--- src/rtl/dbgp_pkg.sv ---
package dbgp_pkg;
  localparam int unsigned DW = 32;
  localparam int unsigned AW = 2;
  localparam int unsigned NUM_STICKY = 4;
  localparam logic [3:0] DP_VERSION = 4'd2;

  // sticky flag indices
  localparam int unsigned FL_ORUN  = 0;
  localparam int unsigned FL_WDERR = 1;
  localparam int unsigned FL_ERR   = 2;
  localparam int unsigned FL_CMP   = 3;

  typedef enum logic [1:0] {
    ADR_ID_ABT = 2'd0,
    ADR_BANKED = 2'd1,
    ADR_SELECT = 2'd2,
    ADR_RDBUF  = 2'd3
  } dp_addr_e;

  typedef enum logic [3:0] {
    BK_CTRL      = 4'd0,
    BK_LINK_CTRL = 4'd1,
    BK_TARGET    = 4'd2,
    BK_LINK_ID   = 4'd3,
    BK_EVENT     = 4'd4
  } dp_bank_e;

  typedef struct packed {
    logic       sys_req;
    logic       dbg_req;
    logic       rst_req;
    logic [3:0] lane_mask;
    logic [1:0] trn_mode;
    logic       orun_en;
  } ctrl_cfg_t;

  typedef struct packed {
    logic [7:0]  ap_sel;
    logic [15:0] rsvd;
    logic [3:0]  ap_bank;
    logic [3:0]  dp_bank;
  } select_t;

  // abort-word bit that clears sticky flag f
  function automatic int unsigned abort_clr_bit(int unsigned f);
    return 4 - f;
  endfunction
endpackage

--- src/rtl/dbgp_sticky_flag.sv ---
module dbgp_sticky_flag (
  input  logic clk_i,
  input  logic rst_ni,
  input  logic set_i,
  input  logic clr_i,
  output logic flag_o
);
  always_ff @(posedge clk_i or negedge rst_ni) begin
    if (!rst_ni)     flag_o <= 1'b0;
    else if (set_i)  flag_o <= 1'b1;  // event beats clear
    else if (clr_i)  flag_o <= 1'b0;
  end
endmodule

--- src/rtl/dbgp_ctrl_reg.sv ---
module dbgp_ctrl_reg
  import dbgp_pkg::*;
(
  input  logic      clk_i,
  input  logic      rst_ni,
  input  logic      wr_en_i,
  input  ctrl_cfg_t wr_cfg_i,
  output ctrl_cfg_t cfg_o
);
  always_ff @(posedge clk_i or negedge rst_ni) begin
    if (!rst_ni)      cfg_o <= '0;
    else if (wr_en_i) cfg_o <= wr_cfg_i;
  end
endmodule

--- src/rtl/dbgp_bank_mux.sv ---
module dbgp_bank_mux
  import dbgp_pkg::*;
(
  input  logic [3:0]    bank_i,
  input  logic [DW-1:0] ctrl_i,
  input  logic [DW-1:0] link_ctrl_i,
  input  logic [DW-1:0] target_i,
  input  logic [DW-1:0] link_id_i,
  input  logic [DW-1:0] event_i,
  output logic [DW-1:0] data_o
);
  always_comb begin
    case (dp_bank_e'(bank_i))
      BK_CTRL:      data_o = ctrl_i;
      BK_LINK_CTRL: data_o = link_ctrl_i;
      BK_TARGET:    data_o = target_i;
      BK_LINK_ID:   data_o = link_id_i;
      BK_EVENT:     data_o = event_i;
      default:      data_o = '0;
    endcase
  end
endmodule

--- src/rtl/dbgp_regs.sv ---
module dbgp_regs
  import dbgp_pkg::*;
#(
  parameter logic [31:0] ID_VALUE       = 32'h3C11_2A5D,
  parameter logic [31:0] TARGET_VALUE   = 32'h0927_1A3F,
  parameter logic [31:0] LINK_ID_VALUE  = 32'h0000_0001,
  parameter logic [31:0] LINK_CTRL_MASK = 32'h0000_0303
) (
  input  logic          clk_i,
  input  logic          rst_ni,
  input  logic          req_i,
  input  logic          we_i,
  input  logic [AW-1:0] addr_i,
  input  logic [DW-1:0] wdata_i,
  output logic [DW-1:0] rdata_o,
  input  logic          sys_pwr_ack_i,
  input  logic          dbg_pwr_ack_i,
  input  logic          dbg_rst_ack_i,
  output logic          sys_pwr_req_o,
  output logic          dbg_pwr_req_o,
  output logic          dbg_rst_req_o,
  input  logic          ap_err_i,
  input  logic          overrun_i,
  input  logic          wdata_err_i,
  input  logic          cmp_evt_i,
  input  logic          ap_rd_done_i,
  input  logic          ap_rd_ok_i,
  input  logic [DW-1:0] ap_rd_data_i,
  input  logic          event_i,
  output logic          ap_abort_o,
  output logic [7:0]    ap_sel_o,
  output logic [3:0]    ap_bank_o
);
  localparam logic [DW-1:0] ID_WORD = {ID_VALUE[31:16], DP_VERSION, ID_VALUE[11:0]};

  logic wr_fire, rd_fire, abort_wr, bank_wr, sel_wr, ctrl_wr, lctl_wr;
  assign wr_fire  = req_i & we_i;
  assign rd_fire  = req_i & ~we_i;
  assign abort_wr = wr_fire && (dp_addr_e'(addr_i) == ADR_ID_ABT);
  assign bank_wr  = wr_fire && (dp_addr_e'(addr_i) == ADR_BANKED);
  assign sel_wr   = wr_fire && (dp_addr_e'(addr_i) == ADR_SELECT);

  select_t sel_q;
  assign ctrl_wr = bank_wr && (dp_bank_e'(sel_q.dp_bank) == BK_CTRL);
  assign lctl_wr = bank_wr && (dp_bank_e'(sel_q.dp_bank) == BK_LINK_CTRL);

  // control configuration
  ctrl_cfg_t cfg_wr, cfg_q;
  assign cfg_wr = '{sys_req:   wdata_i[30],
                    dbg_req:   wdata_i[28],
                    rst_req:   wdata_i[26],
                    lane_mask: wdata_i[11:8],
                    trn_mode:  wdata_i[3:2],
                    orun_en:   wdata_i[0]};

  dbgp_ctrl_reg u_ctrl (
    .clk_i    (clk_i),
    .rst_ni   (rst_ni),
    .wr_en_i  (ctrl_wr),
    .wr_cfg_i (cfg_wr),
    .cfg_o    (cfg_q)
  );

  // sticky flags
  logic [NUM_STICKY-1:0] flag_set, flags_q;
  assign flag_set[FL_ORUN]  = overrun_i & cfg_q.orun_en;
  assign flag_set[FL_WDERR] = wdata_err_i;
  assign flag_set[FL_ERR]   = ap_err_i;
  assign flag_set[FL_CMP]   = cmp_evt_i;

  for (genvar f = 0; f < NUM_STICKY; f++) begin : g_sticky
    localparam int unsigned CB = abort_clr_bit(f);
    dbgp_sticky_flag u_flag (
      .clk_i  (clk_i),
      .rst_ni (rst_ni),
      .set_i  (flag_set[f]),
      .clr_i  (abort_wr & wdata_i[CB]),
      .flag_o (flags_q[f])
    );
  end

  // state registers
  logic          read_ok_q;
  logic [DW-1:0] rdbuf_q, link_ctrl_q;

  always_ff @(posedge clk_i or negedge rst_ni) begin
    if (!rst_ni) begin
      sel_q       <= '0;
      link_ctrl_q <= '0;
      read_ok_q   <= 1'b0;
      rdbuf_q     <= '0;
      ap_abort_o  <= 1'b0;
    end else begin
      if (sel_wr) sel_q <= '{ap_sel: wdata_i[31:24], rsvd: '0,
                             ap_bank: wdata_i[7:4], dp_bank: wdata_i[3:0]};
      if (lctl_wr) link_ctrl_q <= wdata_i & LINK_CTRL_MASK;
      if (ap_rd_done_i) begin
        read_ok_q <= ap_rd_ok_i;
        rdbuf_q   <= ap_rd_data_i;
      end
      ap_abort_o <= abort_wr & wdata_i[0];
    end
  end

  // control/status read image
  logic [DW-1:0] ctrl_word;
  always_comb begin
    ctrl_word        = '0;
    ctrl_word[31]    = sys_pwr_ack_i;
    ctrl_word[30]    = cfg_q.sys_req;
    ctrl_word[29]    = dbg_pwr_ack_i;
    ctrl_word[28]    = cfg_q.dbg_req;
    ctrl_word[27]    = dbg_rst_ack_i;
    ctrl_word[26]    = cfg_q.rst_req;
    ctrl_word[11:8]  = cfg_q.lane_mask;
    ctrl_word[7]     = flags_q[FL_WDERR];
    ctrl_word[6]     = read_ok_q;
    ctrl_word[5]     = flags_q[FL_ERR];
    ctrl_word[4]     = flags_q[FL_CMP];
    ctrl_word[3:2]   = cfg_q.trn_mode;
    ctrl_word[1]     = flags_q[FL_ORUN];
    ctrl_word[0]     = cfg_q.orun_en;
  end

  logic [DW-1:0] banked_word;
  dbgp_bank_mux u_bank_mux (
    .bank_i      (sel_q.dp_bank),
    .ctrl_i      (ctrl_word),
    .link_ctrl_i (link_ctrl_q),
    .target_i    (TARGET_VALUE),
    .link_id_i   (LINK_ID_VALUE),
    .event_i     ({{(DW-1){1'b0}}, event_i}),
    .data_o      (banked_word)
  );

  logic [DW-1:0] rd_mux;
  always_comb begin
    case (dp_addr_e'(addr_i))
      ADR_ID_ABT: rd_mux = ID_WORD;
      ADR_BANKED: rd_mux = banked_word;
      ADR_SELECT: rd_mux = sel_q;
      default:    rd_mux = rdbuf_q;
    endcase
  end

  always_ff @(posedge clk_i or negedge rst_ni) begin
    if (!rst_ni)      rdata_o <= '0;
    else if (rd_fire) rdata_o <= rd_mux;
  end

  assign sys_pwr_req_o = cfg_q.sys_req;
  assign dbg_pwr_req_o = cfg_q.dbg_req;
  assign dbg_rst_req_o = cfg_q.rst_req;
  assign ap_sel_o      = sel_q.ap_sel;
  assign ap_bank_o     = sel_q.ap_bank;
endmodule

--- config.mk ---
export PLATFORM = sky130hd
export DESIGN_NAME = dbgp_regs
export DESIGN_NICKNAME = d
export VERILOG_FILES = /design/src/rtl/dbgp_pkg.sv /design/src/rtl/dbgp_sticky_flag.sv /design/src/rtl/dbgp_ctrl_reg.sv /design/src/rtl/dbgp_bank_mux.sv /design/src/rtl/dbgp_regs.sv
export SDC_FILE = /design/constraint.sdc
export NUM_CORES = 1
export LEC_CHECK = 0
export ABC_AREA = 1
export BUFFER_PORTS_ARGS = -buffer_cell sky130_fd_sc_hd__buf_2
export CAP_MARGIN = 20
export CORE_MARGIN = 4
export CORE_UTILIZATION = 45
export DETAILED_ROUTE_END_ITERATION = 16
export PLACE_DENSITY = 0.78
export SYNTH_ARGS = -nofsm -noshare
export SYNTH_HDL_FRONTEND = slang
export SYNTH_SLANG_ARGS = --single-unit
export TNS_END_PERCENT = 50
--- constraint.sdc ---
create_clock -name clk_i -period 1.9 [get_ports clk_i]
set_clock_uncertainty 0.2 [all_clocks]
set_input_delay 0.38 -clock clk_i [delete_from_list [all_inputs] [get_ports clk_i]]
set_output_delay 0.38 -clock clk_i [all_outputs]
set_load 0.1 [all_outputs]
==> Word-level counts from Yosys, hierarchy flattened <==
Cells that the tools add are included.
{ "classes": {"eq_ne": 6, "n_mux": 10, "bitwise": 9, "n_reduce_logical": 11} }
{ "op_table": {"columns": ["op", "n"], "rows": [
  ["32-bit case mux with 5 select lines", 1],
  ["32-bit case mux with 3 select lines", 1],
  ["1-bit AND", 8],
  ["4-bit by 2-bit equality test with 1-bit output (second input constant)", 2],
  ["1-bit 2-to-1 mux", 8],
  ["2-bit nonzero test", 4],
  ["1-bit logical AND", 5],
  ["4-bit by 1-bit equality test with 1-bit output (second input constant)", 1],
  ["4-bit by 3-bit equality test with 1-bit output (second input constant)", 1],
  ["4-bit zero test", 1],
  ["2-bit by 1-bit equality test with 1-bit output (second input constant)", 1],
  ["2-bit equality test (second input constant)", 1],
  ["2-bit zero test", 1],
  ["1-bit inverter", 1]
]} }
{ "totals": {"ff_bits": 100, "in_bits": 80, "output_inout_bits": 48} }

==> Longest topological paths before layout <==
{ "depth": {"ltp_word": 5, "mapped_depth": 10} }

==> Modules after synthesis <==
From an unflattened synthesis, not the netlist that was laid out.
{ "hier_totals": {"hier_cells": 952, "hier_area_um2": 6357.3} }
{ "modules_own_cells": {"columns": ["module", "instances", "cells_per_inst", "area_per_inst_um2"], "rows": [
  ["dbgp_regs", 1, 499, 4142.7],
  ["dbgp_bank_mux", 1, 391, 1676.6],
  ["dbgp_ctrl_reg", 1, 42, 377.9],
  ["dbgp_sticky_flag", 4, 5, 40.0]
]} }

==> Worst setup path after synthesis <==
OpenSTA, ideal clock, no wires.
{ "synth_path": {"kind": "flip-flop to flip-flop", "startpoint": "reg, netlist name rdata_o[2]", "endpoint": "reg rdata_o[2]", "setup_ns": 0.082, "arrival_ns": 1.233, "required_ns": 1.618, "setup_slack_ns": 0.384, "stages_incl_launch_ff": 3, "n_path_buf": 0, "period_less_slack_ns": 1.516, "path_cell_list": "dfrtp_1 > o22ai_1 > a31oi_1"} }
{ "synth_rtl": {"columns": ["element", "line_no", "text"], "rows": [
  ["end signal, assigned", "dbgp_regs.sv:148", "else if (rd_fire) rdata_o <= rd_mux;"],
  ["end, declared", "dbgp_regs.sv:15", "output logic [DW-1:0] rdata_o,"]
]} }

==> Worst setup path after layout <==
{ "layout_path": {"startpoint": "reg sel_q, in the netlist ap_sel_o[4]", "endpoint": "out ap_sel_o[4]"} }
{ "layout_rtl": {"columns": ["element", "line_no", "text"], "rows": [
  ["start, declared", "dbgp_regs.sv:43", "select_t sel_q;"],
  ["start signal, assigned", "dbgp_regs.sv:94", "if (sel_wr) sel_q <= '{ap_sel: wdata_i[31:24], rsvd: '0,"],
  ["end, declared", "dbgp_regs.sv:31", "output logic [7:0] ap_sel_o,"]
]} }
No word-level cell between the ends.

==> qor.yml <==
status:
  status: "complete, no violations"
floorplan:
  design.die.area_mm2: 0.0116
  ios: 128
  die_h_um: 108
  core_area_mm2: 0.00973
  num_rows: 36
  die_w_um: 108
  initial_utilization: 0.458
setup_path:
  crit_path_cell_trace: "buf_2"
  endpoint_kind: "output pin"
  crit_slowest_cell: "buf_2"
  r2r_slack_ns: 0.20
  critPathKind: "flop to output pin"
  crit_family: "buffers and inverters"
  worstPathArrival_ns: 1.20
  r2r-start: "sel_q[3]"
  path_max_fanout: 3
  max_stage_delay_ns: 0.45
  crit_buf_inv: 1
  r2r_cells: 5
  critical_path_cell_count: 1
  cp-start-kind: "flop"
  worst_r2r_endpoint: "rdata_o[18]"
  critPathRequiredTime_ns: 1.32
power:
  power_frac_seq: 0.421
  ir_drop_mv: 0.536
  power_density_mw_per_mm2: 1200
  combPwrFrac: 0.366
  intPower_mw: 3.57
  power.switching_mw: 2.84
  swShare: 0.443
  p_clk_frac: 0.213
  power_mw: 6.41
  leakage_nw: 2.75
cts:
  cts_buffer_depth: 2
  cts.sinks: 100
  numCtsBuffers: 9
  cts_root_buf: "clkbuf_8"
  clkTransAtPathRegs_ns: 0.09
  cts_max_level: 3
  clock_latency_ns: 0.35
  cts_tree: "built"
placement:
  dp_hpwl_um: 8330
  io_buffers: 115
  dpl.cell_count: 699
  gp_congestion: 0.849
  dpl_cell_area_mm2: 0.00514
layout:
  layout_commonest_cell: "buf_2"
  syn2layout_area_growth_pct: 20.2
  drive_above_1_share: 0.316
  fin_cells: 716
  fin_util: 0.550
  final_cell_mix: "buf_2 (114), nand2_1 (104), dfrtp_1 (100)"
  diodes: 0
  final_nets: 658
  design_area_mm2: 0.00536
timing:
  tightest_slew_ns: 0.541
  min_period_ns: 1.78
  final_hold_viol_count: 0
  rsz0062_at_grt: "no"
  finalMaxSlewViolations: 0
  setup_violations: 0
  fin_crit_sh: 0.938
  max_freq_ghz: 0.561
  slew_headroom: 0.639
  finalSetupTns_ns: 0
drt:
  wl_um: 10800
  drc: 0
  drt-pass1-iter-count: 5
  antenna_left: 0
  wl_per_cell_um: 15.1
  vias: 3589
  viasPerCell: 5.01
  drt-initial-drc-count: 334
synth:
  syn_nets: 548
  ys_warn_count: 0
  synth_seq_area_share: 0.562
  syn-instance-count: 468
  synth.distinct_cells: 39
  synth-seq-cells: 100
  syn_area_per_cell_um2: 9.52
  syn_area_mm2: 0.00446
worst_hold_path:
  min_from: "ap_err_i"
  hold_class: "input pin to flop"
  holdPathStages: 2
  hold_end: "g_sticky[2].u_flag.flag_o"
run:
  maxCapViolCount: 0
grt:
  first_global_vias: 3663
  globalRouteOverflowTotal: 0
  grt_pass1_wl_um: 17800
  grt_max_degree: 38
  grtUsageTotal: 0.192
  antenna_found_initial: 0
## layout make-up
class,count,area (um^2)
Fill cell,883,4370
Multi-Input combinational cell,286,1560
Sequential cell,100,2500
Timing Repair Buffer,129,723
Clock inverter,6,72.6
Clock buffer,10,128
Inverter,52,203
Tap cell,133,166
## cell usage after synthesis (all sizes together)
master / n / share of area
nand2: 111 / 0.10
dfrtp: 100 / 0.56
o21ai: 73 / 0.088
inv: 52 / 0.045
nor2: 27 / 0.035
buf: 24 / 0.038
mux2: 17 / 0.044
nand3: 15 / 0.018
a21oi: 12 / 0.014
a31oi: 7 / 0.0098
o211ai: 7 / 0.012
clkbuf: 6 / 0.0051
o22ai: 4 / 0.0056
o21bai: 3 / 0.0051
o2111ai: 2 / 0.0039
a211oi: 1 / 0.0017
a41oi: 1 / 0.0020
nand4: 1 / 0.0014
nor3: 1 / 0.0011
nor3b: 1 / 0.0042
o21a: 1 / 0.0017
o221ai: 1 / 0.0020
o31ai: 1 / 0.0017
## worst reg2reg max path, stage by stage (launching register included)
cell and delay [ns]:
dfrtp_1 0.47, nor2_8 0.22, nand3_2 0.18, nor2_1 0.25, nand2_1 0.18, o211ai_1 0.12
## timing repair
item,4_1_cts,5_1_grt
resized for setup,0,0
setup buffers,0,0
hold buffers,1,0
hold endpoints to repair,29,0
## layer usage
metal	vias to the layer above	share of wire	GRT usage	wire length, um
met1	1714	0.44	0.257	4760
li1	1745	-	-	-
met2	112	0.47	0.313	5110
met3	18	0.061	0.0438	661
met4	0	0.023	0.0577	250
met5	-	0	0	0
## cell families (layout without fill, tap and decap cells)
logic type	after synthesis	after routing	synth area share
compound gates	113	113	0.147
buf+inv	82	197	0.0882
flops	100	100	0.562
mux	17	17	0.0438
simple gates	156	156	0.159
## state kept, by name (all words and copies together), names as in the netlist
name and count:
rdata_o 32, rdbuf_q 32, u_ctrl.cfg_o 10, ap_sel_o 8, ap_bank_o 4, g_sticky.u_flag.flag_o 4, link_ctrl_q 4, sel_q 4
ap_abort_o 1, read_ok_q 1
## how the worst max path moves through the flow
| stage | start | end | slack, ns |
|---|---|---|---|
| global route | ap_sel_o[4] | ap_sel_o[4] | 0.06 |
| detailed placement | addr_i[1] | rdata_o[4] | 0.11 |
| floorplan | rdata_o[2] | rdata_o[2] | 0.38 |
| global placement | addr_i[1] | rdata_o[3] | 0.15 |
| CTS | u_ctrl.cfg_o[9] | sys_pwr_req_o | 0.1 |
| finish | ap_sel_o[4] | ap_sel_o[4] | 0.12 |
## through the flow
stage	hold slack [ns]	worst slack, ns
after floorplan	-0.116	0.384
after global placement	0.135	0.147
after detailed placement	0.140	0.111
after CTS	0.00866	0.0984
after global routing	0.00580	0.0562
final	0.0232	0.118
## power by group through the flow
stage	clock, mW	combinational [mW]	sequential, mW
floorplan	0	1.08	3.56
global placement	0	2.30	2.72
detailed placement	0	2.35	2.74
CTS	1.40	2.36	2.70
global route	1.49	2.48	2.74
finish	1.36	2.34	2.70
(Power assumes the default switching activity.)
